<file path="config.mk">
export PLATFORM = sky130hd
export DESIGN_NAME = oled_stream_decoder
export DESIGN_NICKNAME = d
export VERILOG_FILES = /design/src/rtl/oled_dec_pkg.sv /design/src/rtl/oled_cmd_decode.sv /design/src/rtl/oled_flag_bank.sv /design/src/rtl/oled_addr_unit.sv /design/src/rtl/oled_stream_decoder.sv
export SDC_FILE = /design/constraint.sdc
export NUM_CORES = 1
export LEC_CHECK = 0
export BUFFER_PORTS_ARGS = -buffer_cell sky130_fd_sc_hd__buf_2
export CAP_MARGIN = 20
export CORE_ASPECT_RATIO = 1.2
export CORE_MARGIN = 4
export CORE_UTILIZATION = 61
export CTS_BUF_LIST = sky130_fd_sc_hd__clkbuf_8
export CTS_CLUSTER_SIZE = 25
export DETAILED_ROUTE_END_ITERATION = 16
export GPL_TIMING_DRIVEN = 0
export PLACE_DENSITY = 0.93
export SYNTH_ARGS = -nofsm -noshare
export SYNTH_HDL_FRONTEND = slang
export SYNTH_HIERARCHICAL = 1
export SYNTH_SLANG_ARGS = --single-unit
</file>
<file path="constraint.sdc">
create_clock -name clk -period 5.9 [get_ports clk]
set_input_delay 1.18 -clock clk [delete_from_list [all_inputs] [get_ports clk]]
set_output_delay 1.18 -clock clk [all_outputs]
set_load 0.03 [all_outputs]
</file>
<file path="src/rtl/oled_dec_pkg.sv">
package oled_dec_pkg;
  localparam int COL_W  = 8;
  localparam int NIB_W  = 4;
  localparam int NFLAGS = 4;
  localparam int FLAG_W = $clog2(NFLAGS);

  localparam logic [7:0] CTRL_TO_CMD  = 8'h80;
  localparam logic [7:0] CTRL_TO_DATA = 8'h40;

  localparam int FLAG_MIRROR = 0;
  localparam int FLAG_ALLON  = 1;
  localparam int FLAG_INV    = 2;
  localparam int FLAG_EN     = 3;

  typedef enum logic [1:0] {
    MODE_IDLE = 2'd0,
    MODE_CMD  = 2'd1,
    MODE_DATA = 2'd2
  } mode_e;

  typedef struct packed {
    logic              col_lo;
    logic              col_hi;
    logic              page;
    logic              flag;
    logic [FLAG_W-1:0] flag_idx;
    logic              skip;
    logic              bad;
  } cmd_dec_t;
endpackage

</file>
<file path="src/rtl/oled_cmd_decode.sv">
module oled_cmd_decode
  import oled_dec_pkg::*;
(
  input  logic [7:0] code,
  output cmd_dec_t   dec
);
  always_comb begin
    dec = '0;
    if (code <= 8'h0F) begin
      dec.col_lo = 1'b1;
    end else if (code <= 8'h20) begin
      dec.col_hi = 1'b1;
    end else if (code inside {[8'h40:8'h7F]}) begin
      dec = '0;
    end else if (code inside {[8'hB0:8'hBF]}) begin
      dec.page = 1'b1;
    end else if (code inside {[8'hC0:8'hC8]}) begin
      dec = '0;
    end else begin
      case (code)
        8'hA0, 8'hA1: begin dec.flag = 1'b1; dec.flag_idx = FLAG_W'(FLAG_MIRROR); end
        8'hA4, 8'hA5: begin dec.flag = 1'b1; dec.flag_idx = FLAG_W'(FLAG_ALLON);  end
        8'hA6, 8'hA7: begin dec.flag = 1'b1; dec.flag_idx = FLAG_W'(FLAG_INV);    end
        8'hAE, 8'hAF: begin dec.flag = 1'b1; dec.flag_idx = FLAG_W'(FLAG_EN);     end
        8'h81, 8'hA8, 8'hAD, 8'hD3, 8'hD5,
        8'hD8, 8'hD9, 8'hDA, 8'hDB:  dec.skip = 1'b1;
        8'hE3:                       dec.bad  = 1'b0;
        default:                     dec.bad  = 1'b1;
      endcase
    end
  end
endmodule

</file>
<file path="src/rtl/oled_flag_bank.sv">
module oled_flag_bank #(
  parameter int N = 4,
  localparam int IDX_W = (N > 1) ? $clog2(N) : 1
) (
  input  logic             clk,
  input  logic             rst,
  input  logic             we,
  input  logic [IDX_W-1:0] idx,
  input  logic             val,
  output logic [N-1:0]     flags
);
  for (genvar i = 0; i < N; i++) begin : g_flag
    logic r;
    always_ff @(posedge clk) begin
      if (rst)                            r <= 1'b0;
      else if (we && idx == IDX_W'(i))    r <= val;
    end
    assign flags[i] = r;
  end
endmodule

</file>
<file path="src/rtl/oled_addr_unit.sv">
module oled_addr_unit
  import oled_dec_pkg::*;
#(
  parameter int COLS  = 132,
  parameter int PAGES = 8,
  localparam int ADDR_W = $clog2(COLS * PAGES),
  localparam int PAGE_W = $clog2(PAGES)
) (
  input  logic              clk,
  input  logic              rst,
  input  logic              data_en,
  input  logic [7:0]        wdata,
  input  logic              col_lo_we,
  input  logic              col_hi_we,
  input  logic [NIB_W-1:0]  nib,
  input  logic              page_we,
  input  logic [PAGE_W-1:0] page_val,
  output logic              wr_go,
  output logic [COL_W-1:0]  col,
  output logic [PAGE_W-1:0] page,
  output logic              fb_we,
  output logic [ADDR_W-1:0] fb_addr,
  output logic [7:0]        fb_wdata
);
  localparam logic [COL_W-1:0] COL_LIM = COL_W'(COLS);

  logic [ADDR_W-1:0] lin_addr;

  assign wr_go    = data_en && (col < COL_LIM);
  assign lin_addr = ADDR_W'(col) + ADDR_W'(page) * ADDR_W'(COLS);

  always_ff @(posedge clk) begin
    if (rst) begin
      col      <= '0;
      page     <= '0;
      fb_we    <= 1'b0;
      fb_addr  <= '0;
      fb_wdata <= '0;
    end else begin
      fb_we <= 1'b0;
      if (wr_go) begin
        fb_we    <= 1'b1;
        fb_addr  <= lin_addr;
        fb_wdata <= wdata;
        col      <= col + 1'b1;
      end
      if (col_lo_we) col <= {col[COL_W-1:NIB_W], nib};
      if (col_hi_we) col <= {nib, col[NIB_W-1:0]};
      if (page_we)   page <= page_val;
    end
  end
endmodule

</file>
<file path="src/rtl/oled_stream_decoder.sv">
module oled_stream_decoder
  import oled_dec_pkg::*;
#(
  parameter int COLS  = 132,
  parameter int PAGES = 8,
  localparam int ADDR_W = $clog2(COLS * PAGES),
  localparam int PAGE_W = $clog2(PAGES)
) (
  input  logic              clk,
  input  logic              rst,
  input  logic              in_valid,
  input  logic [7:0]        in_byte,
  input  logic              in_stop,
  output logic              fb_we,
  output logic [ADDR_W-1:0] fb_addr,
  output logic [7:0]        fb_wdata,
  output logic [COL_W-1:0]  col_o,
  output logic [PAGE_W-1:0] page_o,
  output logic              cmd_mode_o,
  output logic              data_mode_o,
  output logic              mirror_o,
  output logic              all_on_o,
  output logic              inverse_o,
  output logic              disp_en_o,
  output logic              redraw_o,
  output logic              err_o
);
  mode_e       mode_q;
  logic        skip_q;
  logic        redraw_q;
  logic        err_q;
  cmd_dec_t    dec;
  logic        cmd_take;
  logic        cmd_live;
  logic        data_en;
  logic        wr_go;
  logic [NFLAGS-1:0] flags;

  assign cmd_take = in_valid && (mode_q == MODE_CMD);
  assign cmd_live = cmd_take && !skip_q;
  assign data_en  = in_valid && (mode_q == MODE_DATA);

  oled_cmd_decode u_dec (
    .code (in_byte),
    .dec  (dec)
  );

  oled_addr_unit #(.COLS(COLS), .PAGES(PAGES)) u_addr (
    .clk       (clk),
    .rst       (rst),
    .data_en   (data_en),
    .wdata     (in_byte),
    .col_lo_we (cmd_live && dec.col_lo),
    .col_hi_we (cmd_live && dec.col_hi),
    .nib       (in_byte[NIB_W-1:0]),
    .page_we   (cmd_live && dec.page),
    .page_val  (in_byte[PAGE_W-1:0]),
    .wr_go     (wr_go),
    .col       (col_o),
    .page      (page_o),
    .fb_we     (fb_we),
    .fb_addr   (fb_addr),
    .fb_wdata  (fb_wdata)
  );

  oled_flag_bank #(.N(NFLAGS)) u_flags (
    .clk   (clk),
    .rst   (rst),
    .we    (cmd_live && dec.flag),
    .idx   (dec.flag_idx),
    .val   (in_byte[0]),
    .flags (flags)
  );

  always_ff @(posedge clk) begin
    if (rst) begin
      mode_q   <= MODE_IDLE;
      skip_q   <= 1'b0;
      redraw_q <= 1'b0;
      err_q    <= 1'b0;
    end else begin
      err_q <= 1'b0;
      if (wr_go) redraw_q <= 1'b1;
      if (in_valid) begin
        case (mode_q)
          MODE_IDLE: begin
            if (in_byte == CTRL_TO_CMD)       mode_q <= MODE_CMD;
            else if (in_byte == CTRL_TO_DATA) mode_q <= MODE_DATA;
            else                              err_q  <= 1'b1;
          end
          MODE_CMD: begin
            mode_q <= MODE_IDLE;
            if (skip_q) begin
              skip_q <= 1'b0;
            end else begin
              if (dec.skip) skip_q <= 1'b1;
              if (dec.bad)  err_q  <= 1'b1;
            end
          end
          default: ;
        endcase
      end
      if (in_stop) mode_q <= MODE_IDLE;
    end
  end

  assign cmd_mode_o  = (mode_q == MODE_CMD);
  assign data_mode_o = (mode_q == MODE_DATA);
  assign mirror_o    = flags[FLAG_MIRROR];
  assign all_on_o    = flags[FLAG_ALLON];
  assign inverse_o   = flags[FLAG_INV];
  assign disp_en_o   = flags[FLAG_EN];
  assign redraw_o    = redraw_q;
  assign err_o       = err_q;
endmodule

</file>
==> results by group, run 1 <==
Worst hold path
  • Worst min path class: flip-flop to flip-flop

STA
  • Worst-case clock skew: between 0.004 and 0.005 ns
  • RSZ-0062 raised after global routing: no
  • Relative slew slack: between 60 and 70%
  • Final Hold Fails: 0
  • Final Max Slew Viols: 0
  • Final min period: a little over 3 ns
  • Worst slew pin tran: 0.494 ns
  • Max Freq: between 0.3 and 0.4 GHz
  • Period utilization: between 50% and 60%
  • Final setup viols: 0
  • Setup TNS: 0 ns

Drt
  • Post-DRT Antenna Nets: 0
  • Final wirelength: 6130 um
  • Initial DRC Count: 146
  • DR vias: approximately 2.2k
  • Post-route DRC: 0
  • Detailed Routing Iterations Pass 1: 4
  • Drt wl/cell: between 15 and 20 um
  • Via/cell ratio: 5.77

Synth
  • Area share of the largest cell type after synthesis: 34.0%
  • Syn Area/Cell: 8.62 um^2
  • Post-synth ARST share: 0%
  • Synth Flop Type: dfxtp_1
  • Syn. warnings: 6
  • Post-Syn Area: roughly 2400 um^2
  • Syn_nets: 291
  • Ranking of synthesized cells by area: dfxtp_1 34%, nand2_1 6.4%, a21oi_1 4.3%
  • Post-synth top cells: 40 x dfxtp_1, 40 x nand2_1, 25 x nor2_1
  • Mapped Cells: 273
  • Number of synthesized flops with an enable pin: 0
  • Synth Register Bits: 40
  • Post-synth top area cell: dfxtp_1
  • Synth cell types: 61
  • Register area share after synthesis: between 30% and 40%

Power
  • Static leakage: between 1 and 1.5 nW
  • Pwr/cell area: ~180 nW/um^2
  • Peak VDD IR: between 0.00015 and 0.0002 V

Clocking
  • Setup bufs post-CTS: 0
  • Clock buffer depth: 2
  • TritonCTS Sinks: 40
  • Clock-pin slew on the worst setup and hold paths: around 0.08 ns
  • Total CTS buffers: 5
  • Clock root cell: clkbuf_8
  • Post-CTS Resized: 0
  • TritonCTS clock tree: yes
  • H-tree Lvls: 2
  • Clock latency on the worst-skew pair: about 0.3 ns
  • CTS Hold Bufs: 0

Setup path
  • CP startpoint kind: input pin
  • CP Class: input pin to flip-flop
  • Critical path arrival: 3.30 ns
  • Crit end category: flip-flop
  • WP data required: slightly above 6 ns
  • Crit path max fanout: 10

Placement
  • IO Port Bufs: 50
  • Gpl congestion: 0.900
  • Post-DP HPWL: roughly 4300 um
  • Placed cell count: ~380

Die
  • DIE HEIGHT: about 76 um
  • Die width: 64.7 um
  • Core area: ~3700 um^2
  • Initial Utilization: approximately 64%
  • I/O Pins: 51
  • FP Rows: 24
  • Die area: just under 5000 um^2

Cells and area
  • Final std cells w/o fill: 383
  • Area Overhead vs Synth: 17.6%
  • Antenna diodes: 0
  • Share of cells above drive strength 1: 28.4%
  • Fin nets: ~350

Job
  • Max_cap viols: 0

Global routing
  • Largest net degree at the start of global routing: 14
  • Remaining global-route overflow: 0
  • Initial antenna violation count: 0
  • Vias in the first global route: roughly 2.2k
  • First-pass GRT wire length: about 10000 um
  • GRT Total Usage: 25.5%

Status
  • Status: complete, no violations
-- placed cells by master (no fill, tap or decap), types with 3 or more instances in the layout --
cell and instances:
and2_1 5, mux2i_1 8, inv_1 3, nand4b_1 3
nand4_1 3, nand3b_1 5, buf_4 8, nor2_1 25
clkbuf_8 6, nand2b_1 11, a21o_1 4, nor4b_1 3
nor3_1 7, buf_6 6, a211oi_1 10, dfxtp_1 40
ha_1 5, xnor2_1 8, nand3_1 4, nor3b_1 3
clkbuf_1 6, nand2_1 40, a21oi_1 20, buf_2 50
-- area by class of cell --
type / count / area (um^2)
Buffer: 20 / 150
Inverter: 4 / 15.0
Clock inverter: 2 / 15.0
Clock buffer: 6 / 82.6
Timing Repair Buffer: 50 / 250
Sequential cell: 40 / 801
Fill cell: 288 / 898
Multi-Input combinational cell: 209 / 1390
Tap cell: 52 / 65.1
-- power by group --
part           total, mW  switching [mW]  leakage (nW)  internal [mW]
Clock              0.198           0.103        0.0434         0.0947
Combinational     0.0423          0.0267         0.780         0.0157
Sequential         0.270        0.000166         0.322          0.270
Total              0.510           0.130          1.15          0.380
-- logic make-up after synthesis --
kind of cell	after synthesis	share of synthesized area, %
AO/OA/AOI/OAI	56	17.7
flip-flops	40	34.0
adder cells (fa/ha/maj)	6	3.51
XOR/XNOR	9	3.35
AND/OR/NAND/NOR	129	30.5
buffers and inverters	24	7.02
multiplexers	9	3.88
-- registers in the layout, summed over array words and instances (netlist names) --
register,cells
u_addr/fb_addr,11
u_addr/col,8
u_addr/fb_wdata,8
u_flags/g_flag.r,4
u_addr/page,3
mode_q,2
err_o,1
redraw_o,1
skip_q,1
u_addr/fb_we,1
-- critical path, stage by stage --
cell and delay [ns]:
buf_2 0.18, buf_6 0.16, or3_4 0.13, nor3_1 0.04, a21oi_1 0.17, nor3_1 0.06
and2_1 0.19, or3b_2 0.46, o211a_1 0.29, or2_2 0.31, a21oi_1 0.13
-- per-stage QoR --
step	hold slack (ns)	setup slack [ns]	util [%]	power [mW]	cell area, um^2
2_1_floorplan	0.448	2.96	-	0.302	2350
3_3_place_gp	0.440	2.62	72.8	0.317	2670
3_5_place_dp	0.442	2.57	72.8	0.318	2670
4_1_cts	0.453	2.85	75.5	0.511	2770
5_1_grt	0.479	2.72	75.5	0.528	2770
6_report	0.453	2.83	75.5	0.510	2770
-- path summary, 6_finish.rpt --
kind	start	endpoint	slack (ns)	depth (start not counted)
worst max-delay path	in_byte[2]	u_addr/col[2]	2.83	11
worst max register to register	mode_q[1]	u_addr/col[2]	3.75	7
worst min-delay path	u_addr/fb_addr[0]	u_addr/fb_addr[0]	0.45	2
worst min register to register	u_addr/fb_addr[0]	u_addr/fb_addr[0]	0.45	2
-- routing by layer --
metal,track usage [%],vias up,wire length (um)
li1,-,1075,-
met1,30.7,1031,2510
met2,42.6,84,3130
met3,5.46,18,341
met4,12.3,0,159
met5,0,-,0
Power figures use the tool's default switching activity.
==> run 2, diff against run 1 <==
--- a/config.mk
+++ b/config.mk
@@ -9,12 +9,12 @@
 export CAP_MARGIN = 20
 export CORE_ASPECT_RATIO = 1.2
 export CORE_MARGIN = 4
-export CORE_UTILIZATION = 61
+export CORE_UTILIZATION = 56
 export CTS_BUF_LIST = sky130_fd_sc_hd__clkbuf_8
 export CTS_CLUSTER_SIZE = 25
 export DETAILED_ROUTE_END_ITERATION = 16
 export GPL_TIMING_DRIVEN = 0
-export PLACE_DENSITY = 0.93
+export PLACE_DENSITY = 0.87
 export SYNTH_ARGS = -nofsm -noshare
 export SYNTH_HDL_FRONTEND = slang
 export SYNTH_HIERARCHICAL = 1
==> constraint.sdc (replaced) <==
create_clock -name clk -period 3.08 [get_ports clk]
set_input_delay 0.616 -clock clk [delete_from_list [all_inputs] [get_ports clk]]
set_output_delay 0.616 -clock clk [all_outputs]
set_load 0.03 [all_outputs]
==> results by group, run 2 (synthesized netlist as in run 1, its figures left out) <==
Status
  • Status: complete, no violations

Die
  • Core area: 4000 um^2 (+9.3%)
  • Die area: 5310 um^2 (+7.9%)
  • DIE HEIGHT: 79.0 um (+3.9%)
  • FP Rows: 25 (+4.2%)
  • I/O Pins: 51 (unchanged)
  • Initial Utilization: 58.7% (-5.5 points)
  • Die width: 67.2 um (+3.8%)

Power
  • Net switching power: 0.250 mW (+93%)
  • Power share of the sequential group: 49.7% (-3.3 points)
  • Clock Power Share: 42.5% (+3.8 points)
  • Sw Share: 24.0% (-1.4 points)
  • Combinational share of power: 7.8% (-0.5 points)
  • Overall power: 1.04 mW (+100%)
  • Pint: 0.792 mW (+110%)
  • Static leakage: 1.16 nW (+0.99%)
  • Peak VDD IR: 0.000373 V (+110%)
  • Pwr/cell area: 374 nW/um^2 (+100%)

Cells and area
  • Largest regs: u_addr/fb_addr: 11 flops, u_addr/col: 8 flops, u_addr/fb_wdata: 8 flops
  • Fin nets: 348 (unchanged)
  • Antenna diodes: 0 (unchanged)
  • Largest Register: u_addr/fb_addr
  • Most common cell after layout, fill and taps aside: buf_2
  • Finished Cell Area: 2790 um^2 (+0.72%)
  • Fill cell count: 338 (+17%)
  • Area Overhead vs Synth: 18.4%
  • Final Util: 69.6% (-5.9 points)
  • Most frequent cells in the layout: 50 x buf_2, 40 x nand2_1, 40 x dfxtp_1
  • Largest register FFs: 11 (unchanged)
  • Share of cells above drive strength 1: 28.4% (unchanged)

Setup path
  • Crit-path leading delay family: simple AND/OR/NAND/NOR gates
  • Crit path max fanout: 10 (unchanged)
  • Crit end category: flip-flop
  • Critical path arrival: 2.76 ns (-0.54 ns)
  • CP Buf/Inv Count: 2 (unchanged)
  • CP startpoint kind: input pin
  • WP data required: 3.31 ns (-2.82 ns)
  • CP Class: input pin to flip-flop
  • Max stage delay on crit path: 0.45 ns (about the same)
  • CP max stage cell: or3b_2
  • CP Cell Sequence: buf_2 -> buf_6 -> or3_4 -> nor3_1 -> a21oi_1 -> nor3_1 -> and2_1 -> or3b_2 -> o211a_1 -> or2_2 -> a21oi_1

Placement
  • Gpl congestion: 0.900 (about the same)
  • Dpl cell area: 2670 um^2 (about the same)
  • IO Port Bufs: 50 (unchanged)
  • Dpl ws: 0.325 ns (-2.24 ns)
  • Post-DP HPWL: 4260 um (-2.0%)

Drt
  • Via/cell ratio: 5.72 (-0.70%)
  • Post-DRT Antenna Nets: 0 (unchanged)
  • DR vias: 2204 (-0.18%)
  • Final wirelength: 5960 um (-2.9%)
  • Initial DRC Count: 170 (+16%)
  • Post-route DRC: 0 (unchanged)
  • Drt wl/cell: 15.5 um (-3.4%)
  • Detailed Routing Iterations Pass 1: 4 (unchanged)

Global routing
  • M2 GR Usage: 40.0% (-2.5 points)
  • Vias in the first global route: 2100 (-4.2%)
  • GRT met1 Usage: 27.9% (-2.8 points)
  • Largest net degree at the start of global routing: 15 (+1)
  • GRT Total Usage: 23.6% (-1.9 points)
  • Met3 Usage GRT: 4.24% (-1.2 points)
  • Remaining global-route overflow: 0 (unchanged)
  • GRT Max-Usage Layer: met2
  • Initial antenna violation count: 0 (unchanged)
  • First-pass GRT wire length: 9630 um (-3.6%)

STA
  • Final Hold Fails: 0 (unchanged)
  • Max Freq: 0.395 GHz
  • Final setup viols: 0 (unchanged)
  • Worst-case clock skew: 0.0102 ns (+0.00572 ns)
  • Relative slew slack: 67.7% (+0.66 points)
  • Setup TNS: 0 ns (unchanged)
  • RSZ-0062 raised after global routing: no
  • Setup slack after layout: 0.551 ns (-2.27 ns)
  • Final min period: approximately 2.5 ns
  • Period utilization: between 80% and 90%
  • Final Max Slew Viols: 0 (unchanged)
  • Worst slew pin tran: 0.484 ns (-0.00993 ns)

Clocking
  • H-tree Lvls: 2 (unchanged)
  • Clock root cell: clkbuf_8
  • TritonCTS Sinks: 40 (unchanged)
  • Clock-pin slew on the worst setup and hold paths: 0.09 ns (about the same)
  • CTS Hold Bufs: 0 (unchanged)
  • Total CTS buffers: 5 (unchanged)
  • Setup bufs post-CTS: 0 (unchanged)
  • Post-CTS Resized: 0 (unchanged)
  • TritonCTS clock tree: yes
  • Clock buffer depth: 2 (unchanged)
  • Clock latency on the worst-skew pair: 0.30 ns (about the same)

Job
  • Max_cap viols: 0 (unchanged)

Worst hold path
  • Worst min path class: flip-flop to flip-flop
[run 2: cell count changes in the layout (fill, tap and decap cells not counted), sizes merged]
cell / before / now
inv: 4 / 5
clkinvlp: 2 / 1
bufinv: 0 / 1
clkbuf: 12 / 11
[run 2: per-layer routing]
layer  routed length, um  part of all wire [%]
met1                2460                    41
met2                2990                    50
met3                 296                   5.0
met4                 210                   3.5
met5                   0                     0
[run 2: power groups by stage]
stage          Clock (mW)  Sequential (mW)  Combinational, mW
4_1_cts             0.451            0.518             0.0805
6_report            0.443            0.518             0.0812
3_5_place_dp            0            0.530             0.0798
2_1_floorplan           0            0.532             0.0461
5_1_grt             0.469            0.518             0.0880
3_3_place_gp            0            0.530             0.0779
[run 2: final timing paths]
path                            depth (start not counted)  slack, ns               from                 to
worst max-delay path                                   11       0.55         in_byte[2]      u_addr/col[2]
worst min-delay path                                    2       0.46  u_addr/fb_addr[1]  u_addr/fb_addr[1]
worst min register to register                          2       0.46  u_addr/fb_addr[1]  u_addr/fb_addr[1]
worst max register to register                          7       0.89          mode_q[1]      u_addr/col[2]
[run 2: stage by stage]
stage	instances	hold WS (ns)
2_1_floorplan	273	0.448
3_3_place_gp	377	0.440
3_5_place_dp	377	0.443
4_1_cts	385	0.455
5_1_grt	385	0.475
6_report	385	0.457
[run 2: cell type report]
| type | count | area (um^2) | area share [%] |
|---|---|---|---|
| Inverter | 4 | 15.0 | 0.539 |
| Tap cell | 54 | 67.6 | 2.43 |
| Buffer | 20 | 150 | 5.39 |
| Clock buffer | 5 | 68.8 | 2.47 |
| Timing Repair Buffer | 50 | 250 | 8.98 |
| Multi-Input combinational cell | 209 | 1390 | 49.8 |
| Sequential cell | 40 | 801 | 28.8 |
| Clock inverter | 3 | 46.3 | 1.66 |
[run 2: worst register-to-register path, stage by stage, from the launching register on]
cell and delay [ns]:
dfxtp_1 0.42, nand3b_1 0.18, nor2_1 0.09, and2_1 0.22
or3b_2 0.45, o211a_1 0.30, or2_2 0.33, a21oi_1 0.13
